==> config.mk <==
export PLATFORM = sky130hd
export DESIGN_NAME = motsup_top
export DESIGN_NICKNAME = d
export VERILOG_FILES = /design/src/rtl/motsup_pkg.sv /design/src/rtl/motsup_ctrl.sv /design/src/rtl/motsup_dp.sv /design/src/rtl/motsup_top.sv
export SDC_FILE = /design/constraint.sdc
export NUM_CORES = 1
export LEC_CHECK = 0
export ABC_AREA = 1
export ABC_CLOCK_PERIOD_IN_PS = 2550
export CAP_MARGIN = 20
export CELL_PAD_IN_SITES_DETAIL_PLACEMENT = 0
export CELL_PAD_IN_SITES_GLOBAL_PLACEMENT = 1
export CORE_MARGIN = 3
export CORE_UTILIZATION = 45
export CTS_CLUSTER_DIAMETER = 80
export DETAILED_ROUTE_END_ITERATION = 8
export HOLD_SLACK_MARGIN = 0.15
export PLACE_DENSITY = 0.9
export SLEW_MARGIN = 10
export SYNTH_ARGS = -nofsm -noshare
export SYNTH_HDL_FRONTEND = slang
export SYNTH_SLANG_ARGS = --single-unit
==> constraint.sdc <==
create_clock -name clk -period 2.55 [get_ports clk]
set_input_delay 0.3825 -clock clk [delete_from_list [all_inputs] [get_ports clk]]
set_output_delay 0.3825 -clock clk [all_outputs]
set_load 0.02 [all_outputs]
==> src/rtl/motsup_pkg.sv <==
package motsup_pkg;

  typedef enum logic [1:0] {
    SUP_WAKE  = 2'd0,
    SUP_RUN   = 2'd1,
    SUP_SLEEP = 2'd2
  } supState_t;

  // strobes from control to datapath
  typedef struct packed {
    logic idleRun;    // count idle window
    logic settleRun;  // count settle window
    logic faultArm;   // short flags may latch
    logic faultClr;   // clear fault latches
    logic driveOk;    // next state permits drive
  } supStrobe_t;

endpackage

==> src/rtl/motsup_ctrl.sv <==
module motsup_ctrl
  import motsup_pkg::*;
(
  input  logic       clk,
  input  logic       porN,
  input  logic       anyDir,
  input  logic       idleDone,
  input  logic       settleDone,
  output supStrobe_t strb,
  output logic       standby
);

  supState_t state, stateNext;

  always_ff @(posedge clk or negedge porN) begin
    if (!porN) state <= SUP_WAKE;
    else       state <= stateNext;
  end

  always_comb begin
    stateNext = state;
    strb      = '0;
    case (state)
      SUP_WAKE: begin
        strb.settleRun = 1'b1;
        if (settleDone) stateNext = SUP_RUN;
      end
      SUP_RUN: begin
        strb.idleRun  = 1'b1;
        strb.faultArm = 1'b1;
        if (idleDone) stateNext = SUP_SLEEP;
      end
      SUP_SLEEP: begin
        if (anyDir) begin
          stateNext     = SUP_WAKE;
          strb.faultClr = 1'b1;
        end
      end
      default: stateNext = SUP_WAKE;
    endcase
    strb.driveOk = (stateNext == SUP_RUN);
  end

  assign standby = (state == SUP_SLEEP);

endmodule

==> src/rtl/motsup_dp.sv <==
module motsup_dp
  import motsup_pkg::*;
#(
  parameter int NUM_CH     = 2,
  parameter int TICK_DIV   = 100,
  parameter int STBY_TICKS = 1000,
  parameter int WAKE_TICKS = 200
) (
  input  logic              clk,
  input  logic              porN,
  input  supStrobe_t        strb,
  input  logic              anyDir,
  input  logic [NUM_CH-1:0] ocpFlag,
  input  logic              supplyBad,
  output logic              idleDone,
  output logic              settleDone,
  output logic [NUM_CH-1:0] chanEn,
  output logic [NUM_CH-1:0] ocpFault
);

  localparam int TW = $clog2(TICK_DIV + 1);
  localparam int IW = $clog2(STBY_TICKS + 1);
  localparam int SW = $clog2(WAKE_TICKS + 1);
  localparam logic [TW-1:0] TICK_MAX   = TW'(TICK_DIV - 1);
  localparam logic [IW-1:0] IDLE_MAX   = IW'(STBY_TICKS);
  localparam logic [SW-1:0] SETTLE_MAX = SW'(WAKE_TICKS);

  logic [TW-1:0] tickCnt;
  logic [IW-1:0] idleCnt;
  logic [SW-1:0] settleCnt;
  logic          tick;

  // free-running prescaler
  assign tick = (tickCnt == TICK_MAX);

  always_ff @(posedge clk or negedge porN) begin
    if (!porN)     tickCnt <= '0;
    else if (tick) tickCnt <= '0;
    else           tickCnt <= tickCnt + 1'b1;
  end

  // idle window: restarts on any direction bit
  always_ff @(posedge clk or negedge porN) begin
    if (!porN)                         idleCnt <= '0;
    else if (!strb.idleRun || anyDir)  idleCnt <= '0;
    else if (tick && idleCnt != IDLE_MAX) idleCnt <= idleCnt + 1'b1;
  end

  assign idleDone = strb.idleRun && !anyDir && tick && (idleCnt == IDLE_MAX);

  // settle window after reset or wake
  always_ff @(posedge clk or negedge porN) begin
    if (!porN)                 settleCnt <= '0;
    else if (!strb.settleRun)  settleCnt <= '0;
    else if (tick && settleCnt != SETTLE_MAX) settleCnt <= settleCnt + 1'b1;
  end

  assign settleDone = strb.settleRun && (settleCnt == SETTLE_MAX);

  // per-channel fault latch and enable
  logic [NUM_CH-1:0] faultNext;

  for (genvar ch = 0; ch < NUM_CH; ch++) begin : g_ch
    assign faultNext[ch] = strb.faultClr ? 1'b0
                         : (ocpFault[ch] | (strb.faultArm & ocpFlag[ch]));

    always_ff @(posedge clk or negedge porN) begin
      if (!porN) begin
        ocpFault[ch] <= 1'b0;
        chanEn[ch]   <= 1'b0;
      end else begin
        ocpFault[ch] <= faultNext[ch];
        chanEn[ch]   <= strb.driveOk & ~faultNext[ch] & ~supplyBad;
      end
    end
  end

endmodule

==> src/rtl/motsup_top.sv <==
module motsup_top
  import motsup_pkg::*;
#(
  parameter int NUM_CH     = 2,
  parameter int TICK_DIV   = 100,
  parameter int STBY_TICKS = 1000,
  parameter int WAKE_TICKS = 200
) (
  input  logic                clk,
  input  logic                porN,
  input  logic [2*NUM_CH-1:0] dirIn,
  input  logic [NUM_CH-1:0]   ocpFlag,
  input  logic                uvloFlag,
  input  logic                otFlag,
  output logic [NUM_CH-1:0]   chanEn,
  output logic                standby,
  output logic [NUM_CH-1:0]   ocpFault
);

  supStrobe_t strb;
  logic       anyDir;
  logic       idleDone;
  logic       settleDone;

  assign anyDir = |dirIn;

  motsup_ctrl u_ctrl (
    .clk        (clk),
    .porN       (porN),
    .anyDir     (anyDir),
    .idleDone   (idleDone),
    .settleDone (settleDone),
    .strb       (strb),
    .standby    (standby)
  );

  motsup_dp #(
    .NUM_CH     (NUM_CH),
    .TICK_DIV   (TICK_DIV),
    .STBY_TICKS (STBY_TICKS),
    .WAKE_TICKS (WAKE_TICKS)
  ) u_dp (
    .clk        (clk),
    .porN       (porN),
    .strb       (strb),
    .anyDir     (anyDir),
    .ocpFlag    (ocpFlag),
    .supplyBad  (uvloFlag | otFlag),
    .idleDone   (idleDone),
    .settleDone (settleDone),
    .chanEn     (chanEn),
    .ocpFault   (ocpFault)
  );

endmodule

Yosys cells after proc, flatten, opt, wreduce, memory -nomap -nowiden
Index checks and enable logic that the tools add are counted.

storage, ports and cells
  flip-flop bits (word level) = 31
  word-level logic and storage cells = 59
  output and inout bits = 5

cells by class
  equality and inequality tests = 9
  reduce and logical (&&, ||, !) cells = 12
  add/subtract/negate cells = 3
  bitwise operators = 12
  mux-type cells = 15

operators by type and width
  cell                                            number
  2-to-1 mux 10 bit                               2
  2-to-1 mux 8 bit                                2
  adder 10 x 1 -> 10 bit (second input constant)  1
  == test 10 bit (second input constant)          1
  inequality test 10 bit (second input constant)  1
  adder 8 x 1 -> 8 bit (second input constant)    1
  == test 8 bit (second input constant)           1
  inequality test 8 bit (second input constant)   1
  adder 7 x 1 -> 7 bit (second input constant)    1
  == test 7 bit (second input constant)           1
  2-to-1 mux 7 bit                                1
  bitwise AND 1 bit                               6
  logical AND 1 bit                               6
  2-to-1 mux 1 bit                                6
  2-to-1 mux 2 bit                                3
  one-hot mux 2 bit (3 select lines)              1
  == test 2 x 1 -> 1 bit (second input constant)  2
  OR reduction 4 bit                              1
  NOT 1 bit                                       3
  bitwise OR 1 bit                                3
  == test 2 bit (second input constant)           1
  logical NOT 1 bit                               2
  logical NOT 2 bit                               1
  inequality test 2 bit (second input constant)   1
  2 further kinds                                 2

Longest topological paths before layout
Gate-level depths: netlist of the first run.

  depth in word-level cells = 10
  mapped depth = 10
  mapped depth without buffers = 10

Hierarchy
A second synthesis of the first run with hierarchy kept.

unflattened totals
  cells, all modules = 251
  area, all modules = 1904.3 um2

by module, submodules not included
  module       cells an instance  instances  sequential area each (um2)  area each (um2)
  motsup_dp    228                1          725.7                       1762.9
  motsup_ctrl  19                 1          50.0                        123.9
  motsup_top   4                  1          0.0                         17.5

Worst setup path after synthesis of the first run
No wires, ideal clock.

  path kind = reg2reg
  start point = register u_dp.idleCnt[0]
  end point = register u_dp.idleCnt[8]
  slack = 1231 ps
  buffers on the path = 0
  required time = 2424 ps
  cell stages (with the launch flop) = 10
  arrival = 1193 ps
  cells stage by stage = dfrtp_1 -> inv_1 -> ha_1 -> nand2_1 -> nor2_1 -> nand3_1 -> nand2_2 -> inv_4 -> nand3_1 -> o21ai_0

on the way
  word-level cells in the longest chain between the ends = 3
  elaborated cells between the ends (all ways) = 6

ends and longest elaborated chain
  element                                                                  line             text
  start, declared                                                          motsup_dp.sv:29  logic [IW-1:0] idleCnt;
  start signal, assigned                                                   motsup_dp.sv:46  else if (tick && idleCnt != IDLE_MAX) idleCnt <= idleCnt + 1'b1;
  adder 10 x 1 -> 10 bit / inequality test 10 bit (equally long branches)  motsup_dp.sv:46
  2-to-1 mux 10 bit / logical AND 1 bit (equally long branches)            motsup_dp.sv:46
  2-to-1 mux 10 bit / nonzero test 2 bit (equally long branches)           n/a

Several ways; a longest one is shown, not always the timed one. The select of a mux whose other input is x is not followed.
A chain may end at the register's enable or synchronous reset.

Final worst setup path of the first run
  start point = register u_ctrl.state[1]
  end point = output standby

on the way
  word-level cells in the longest chain between the ends = 1

ends and longest elaborated chain
  element                 line               text
  start, declared         motsup_ctrl.sv:13  supState_t state, stateNext;
  start signal, assigned  motsup_ctrl.sv:17  else state <= stateNext;
  == test 2 bit           motsup_ctrl.sv:44  assign standby = (state == SUP_SLEEP);
  end, declared           motsup_top.sv:16   output logic standby,

No other way between the ends.

==> results of run 1 <==
through the flow:
stage | area (µm²) | setup slack [ns] | power [W]
floorplan | 1808 | 1.231 | 0.0005158
global placement | 1979 | 0.9522 | 0.0005410
detailed placement | 1979 | 0.9273 | 0.0005411
CTS | 2097 | 0.6257 | 0.001041
global route | 2097 | 0.5402 | 0.001073
finish | 2097 | 0.6379 | 0.001030
sequential cells by signal (all words and copies together) (netlist names):
signal and flops:
u_dp.idleCnt 10, u_dp.chanEn 2, u_dp.tickCnt 7, u_dp.ocpFault 2, u_ctrl.state 2, u_dp.settleCnt 8
synth_stat cells, drive strengths merged:
| cell type | count | share of area |
|---|---|---|
| nand2 | 68 | 0.15 |
| inv | 33 | 0.070 |
| dfrtp | 31 | 0.43 |
| nor2 | 30 | 0.069 |
| nand3 | 22 | 0.069 |
| o21ai | 12 | 0.037 |
| nand4 | 10 | 0.035 |
| xor2 | 8 | 0.039 |
| a21oi | 5 | 0.014 |
| ha | 5 | 0.035 |
| buf | 4 | 0.020 |
| o21bai | 4 | 0.017 |
| a21o | 2 | 0.0090 |
| clkinv | 1 | 0.0028 |
| nor3 | 1 | 0.0028 |
| o31ai | 1 | 0.0042 |
routing by layer:
metal	GRT usage	part of all wire	vias to the layer above	routed length, µm
li1	-	-	785	-
met2	0.2352	0.45	32	1484
met1	0.2105	0.49	645	1640
met4	0.05423	0.015	0	51
met3	0.04493	0.043	6	142
met5	0	0	-	0
area by class of cell:
class | instances | area [µm²] | area share
clock buffers | 6 | 82.58 | 0.03938
clock inverters | 2 | 35.03 | 0.01671
inverters | 34 | 131.4 | 0.06265
multi-input cells | 168 | 864.6 | 0.4123
flip-flops and latches | 31 | 775.7 | 0.3699
well taps | 48 | 60.06 | 0.02864
repair buffers | 15 | 147.6 | 0.07041
power groups by stage:
stage                logic, W  registers, W  clock network (W)
floorplan           0.0000128      0.000503                  0
global route        0.0000421      0.000494           0.000537
CTS                 0.0000381      0.000494           0.000509
global placement    0.0000379      0.000503                  0
detailed placement  0.0000380      0.000503                  0
finish              0.0000368      0.000494           0.000499
kinds of logic after synthesis:
family / Yosys count / synth area share
buf+inv: 38 / 0.09273
flops: 31 / 0.4291
compound gates: 24 / 0.08097
fa+ha+maj: 5 / 0.03460
xor+xnor: 8 / 0.03876
simple gates: 131 / 0.3239
how the worst max path moves through the flow:
stage                         start              end  slack (ns)
floorplan           u_dp.idleCnt[0]  u_dp.idleCnt[8]        1.23
global placement    u_ctrl.state[1]          standby        0.95
detailed placement         dirIn[1]  u_dp.idleCnt[4]        0.93
CTS                 u_ctrl.state[1]          standby        0.63
global route        u_ctrl.state[1]          standby        0.54
finish              u_ctrl.state[1]          standby        0.64
worst reg2reg max path, cell delays in order (launching register included):
cell	delay, ns
dfrtp_1	0.46
inv_1	0.13
ha_1	0.15
nand2_1	0.05
nor2_1	0.12
nand3_1	0.10
nand2_2	0.12
inv_4	0.08
nand3_1	0.08
o21ai_0	0.10
==> out/metrics.yaml, run 1 <==
fmax_mhz: 523.0
n_fill_cell: 339
wirelength_um: 3319
irDropWorstVdd_mv: 0.3039
cts.repair.resized: 0
drt-pass1-iter-count: 5
die_y_um: 69.39
yosysSeqAreaShare: 0.4291
fin_nets: 270
p_clk_frac: 0.485
p_sw_w: 0.0002052
r2r_start: "u_dp.idleCnt[0]"
pwr-share-comb: 0.036
worstPathMaxFanout: 3
port_buffers: 14
vias: 1468
finalSetupViolations: 0
cts_tree: "built"
post_drt_wl_per_cell_um: 10.92
final_util: 0.5561
r2r-end: "u_dp.idleCnt[8]"
rows: 22
grt_first_pass_wirelength_um: 6113
cts-buffers-inserted: 5
switching_share: 0.1993
ys_warn_count: 0
worstRegToRegCells: 9
final-max-slew-violation-count: 0
postSynthCellCount: 237
syn_area_um2: 1808
fin_tns_setup_ns: 0
initial_core_util: 0.4794
cts.sinks: 31
hold_buffers: 0
p_seq_frac: 0.480
ioPinCount: 15
cts_buffer_depth: 2
whs_endpoint: "u_dp.tickCnt[0]"
cap_viol_max_count: 0
cp-start-kind: "flip-flop"
reg2reg_slack_ns: 1.02
clk_pin_slew_ns: 0.07
grt_max_degree: 32
crit_slowest_cell: "clkdlybuf4s50_1"
rsz0062_at_grt: "no"
synthesis.nets: 252
critical-path-max-stage-delay_ns: 0.63
drt-initial-drc-count: 48
n_antenna_cell: 0
drive_above_1_share: 0.1016
fin_cells: 304
ys_ff_latch: 31
holdCritPathClass: "reg2reg"
period_needed_ns: 1.912
antenna_left: 0
drcViolationCount: 0
routed_via_density: 4.829
relSlewSlack: 0.7378
grt_pass1_vias: 1399
hold_slack_ns: 0.4677
crit_family: "buffers and inverters"
status: "finished clean"
power.leakage_nw: 1.019
dpl.hpwl_um: 2414
place_inst: 296
holdCritStartpoint: "u_dp.tickCnt[0]"
min_delay_path_depth: 1
cp_num_cells: 3
die_x_um: 69.39
critical_path_buf_inv_count: 2
cp-end-kind: "output pin"
fin_crit_sh: 0.7498
skew_ns: 0.005565
gp_congestion: 0.7701
htreeDepth: 2
clock_latency_ns: 0.28
overflow: 0
worst-setup-path-type: "reg2out"
yosysUniqueCellTypes: 28
grt_use_total: 0.1549
cts_root_buf: "clkbuf_8"
dieArea_um2: 4814
mostFrequentLayoutCell: "nand2_1"
worstMarginPinSlew_ns: 0.3933
hold_viol_final: 0
final_cell_mix: "nand2_1, dfrtp_1, inv_1"
syn_avg_cell_area_um2: 7.629
worstPathRequired_ns: 2.17
p_per_area_nw_per_um2: 491.1
syn2layout_area_growth_pct: 15.99
core-area_um2: 3771
p_int_w: 0.0008247
antenna_found_initial: 0
cts_setup_buffers: 0
path_cells: "inv_1, nor2_1, clkdlybuf4s50_1"
worstPathArrival_ns: 1.53
(Power assumes the default switching activity.)
==> run 2: changes to the inputs <==
--- a/config.mk
+++ b/config.mk
@@ -6,16 +6,16 @@
 export NUM_CORES = 1
 export LEC_CHECK = 0
 export ABC_AREA = 1
-export ABC_CLOCK_PERIOD_IN_PS = 2550
+export ABC_CLOCK_PERIOD_IN_PS = 1800
 export CAP_MARGIN = 20
 export CELL_PAD_IN_SITES_DETAIL_PLACEMENT = 0
 export CELL_PAD_IN_SITES_GLOBAL_PLACEMENT = 1
 export CORE_MARGIN = 3
-export CORE_UTILIZATION = 45
+export CORE_UTILIZATION = 42
 export CTS_CLUSTER_DIAMETER = 80
 export DETAILED_ROUTE_END_ITERATION = 8
 export HOLD_SLACK_MARGIN = 0.15
-export PLACE_DENSITY = 0.9
+export PLACE_DENSITY = 0.85
 export SLEW_MARGIN = 10
 export SYNTH_ARGS = -nofsm -noshare
 export SYNTH_HDL_FRONTEND = slang
==> constraint.sdc (replaced) <==
create_clock -name clk -period 1.8 [get_ports clk]
set_input_delay 0.27 -clock clk [delete_from_list [all_inputs] [get_ports clk]]
set_output_delay 0.27 -clock clk [all_outputs]
set_load 0.02 [all_outputs]
==> out/metrics.yaml, run 2 (synthesis gave the netlist of run 1 again) <==
relSlewSlack: 0.7325  # -0.005310
worst-setup-path-type: "reg2out"
cp-end-kind: "output pin"
design_area_um2: 2106  # +0.42%
final-max-slew-violation-count: 0  # unchanged
clock_latency_ns: 0.28  # about the same
wl_met2_um: 1464  # -1.3%
multi_input_area_um2: 864.6  # unchanged
largest_reg_flops: 10  # unchanged
largest-register: "u_dp.idleCnt"
cts_tree: "built"
ioPinCount: 15  # unchanged
clk_pin_slew_ns: 0.07  # about the same
drive_above_1_share: 0.1051  # +0.003496
critical-path-max-stage-delay_ns: 0.62  # about the same
topRoutingLayerUsed: "met4"
crit_slowest_cell: "clkdlybuf4s50_1"
hold_buffers: 0  # unchanged
worstPathRequired_ns: 1.53  # -0.64 ns
power.leakage_nw: 1.029  # +1.0%
met3_length_um: 168  # +18%
n_fill_cell: 410  # +21%
period_needed_ns: 1.536
rsz0062_at_grt: "no"
gp_congestion: 0.7864  # +2.1%
crit_start: "u_dp.ocpFault[1]"
initial_core_util: 0.4424  # -0.03699
path_cells: "clkdlybuf4s50_1"
setup_ws_ns: 0.2645  # -0.3735 ns
r2r_start: "u_dp.idleCnt[0]"
drt-pass1-iter-count: 4  # -1
cts_buffer_depth: 2  # unchanged
mostFrequentLayoutCell: "nand2_1"
overflow: 0  # unchanged
rows: 23  # +4.5%
critical_path_buf_inv_count: 1  # -1
drcViolationCount: 0  # unchanged
worstMarginPinSlew_ns: 0.4013  # +0.007966 ns
fin_crit_sh: 0.8531
seqCellArea_um2: 775.7  # unchanged
core-area_um2: 4086  # +8.4%
grt_first_pass_wirelength_um: 6141  # +0.46%
hold_viol_final: 0  # unchanged
holdCritPathClass: "in2async"
wl_met1_um: 1785  # +8.8%
n_antenna_cell: 0  # unchanged
placed_area_um2: 1989  # +0.51%
crit_family: "buffers and inverters"
dieArea_um2: 5128  # +6.5%
fin_nets: 271  # +0.37%
antenna_found_initial: 0  # unchanged
skew_ns: 0.006712  # +0.001146 ns
wirelength_um: 3465  # +4.4%
status: "finished clean"
cts_root_buf: "clkbuf_8"
port_buffers: 14  # unchanged
drt-initial-drc-count: 77  # +60%
die_x_um: 71.61  # +3.2%
cap_viol_max_count: 0  # unchanged
grt_max_degree: 32  # unchanged
cts.sinks: 31  # unchanged
syn2layout_area_growth_pct: 16.47
post_drt_wl_per_cell_um: 11.29  # +3.4%
worstRegToRegCells: 9  # unchanged
fmax_mhz: 651.2
routed_via_density: 4.847  # +0.37%
fin_tns_setup_ns: 0  # unchanged
cts-buffers-inserted: 5  # unchanged
cp_num_cells: 1  # -2
finalSetupViolations: 0  # unchanged
grt_use_total: 0.1518  # -0.003121
cts.repair.resized: 1  # +1
grt_pass1_vias: 1365  # -2.4%
htreeDepth: 2  # unchanged
cts_setup_buffers: 0  # unchanged
final_util: 0.5153  # -0.04076
cp-start-kind: "flip-flop"
antenna_left: 0  # unchanged
p_per_area_nw_per_um2: 696.8  # +42%
vias: 1488  # +1.4%
irDropWorstVdd_mv: 0.4689  # +54%
place_ws_ns: 0.2867  # -0.6406 ns
final_cell_mix: "nand2_1, dfrtp_1, inv_1"
dpl.hpwl_um: 2471  # +2.3%
worstPathMaxFanout: 2  # -1
worstPathArrival_ns: 1.27  # -0.26 ns
die_y_um: 71.61  # +3.2%
top_regs: "u_dp.idleCnt (10), u_dp.settleCnt (8), u_dp.tickCnt (7)"
[run 2: power by group]
part	internal [W]	switching, W
clock	0.000448	0.000267
sequential	0.000698	0.00000183
combinational	0.0000236	0.0000298
[run 2: layer usage]
| layer | GRT usage | vias to the layer above |
|---|---|---|
| met3 | 0.03927 | 5 |
| met2 | 0.2143 | 30 |
| li1 | - | 788 |
| met5 | 0 | - |
| met1 | 0.2130 | 665 |
| met4 | 0.07933 | 0 |
[run 2: final timing paths]
path / to / slack (ns)
max reg2reg: u_dp.idleCnt[8] / 0.28
max: ocpFault[1] / 0.26
min: u_dp.tickCnt[4] / 0.39
min reg2reg: u_dp.tickCnt[0] / 0.46
min in group clk: u_dp.tickCnt[0] / 0.46
max in group asynchronous: u_dp.idleCnt[7] / 1.12
[run 2: layout make-up]
cell class,count,share of cell area
clock inverter,2,0.01664
sequential,31,0.3684
clock buffer,6,0.03922
multi-input combinational,168,0.4106
tap,50,0.02971
timing repair buffer,16,0.07308
inverter,34,0.06239
[run 2: per-stage QoR]
stage / power [W] / hold slack [ns] / cells
finish: 0.001467 / 0.3926 / 307
global route: 0.001522 / 0.4051 / 307
CTS: 0.001491 / 0.3954 / 307
detailed placement: 0.0007677 / 0.4525 / 299
global placement: 0.0007673 / 0.4513 / 299
floorplan: 0.0007307 / -0.02559 / 237
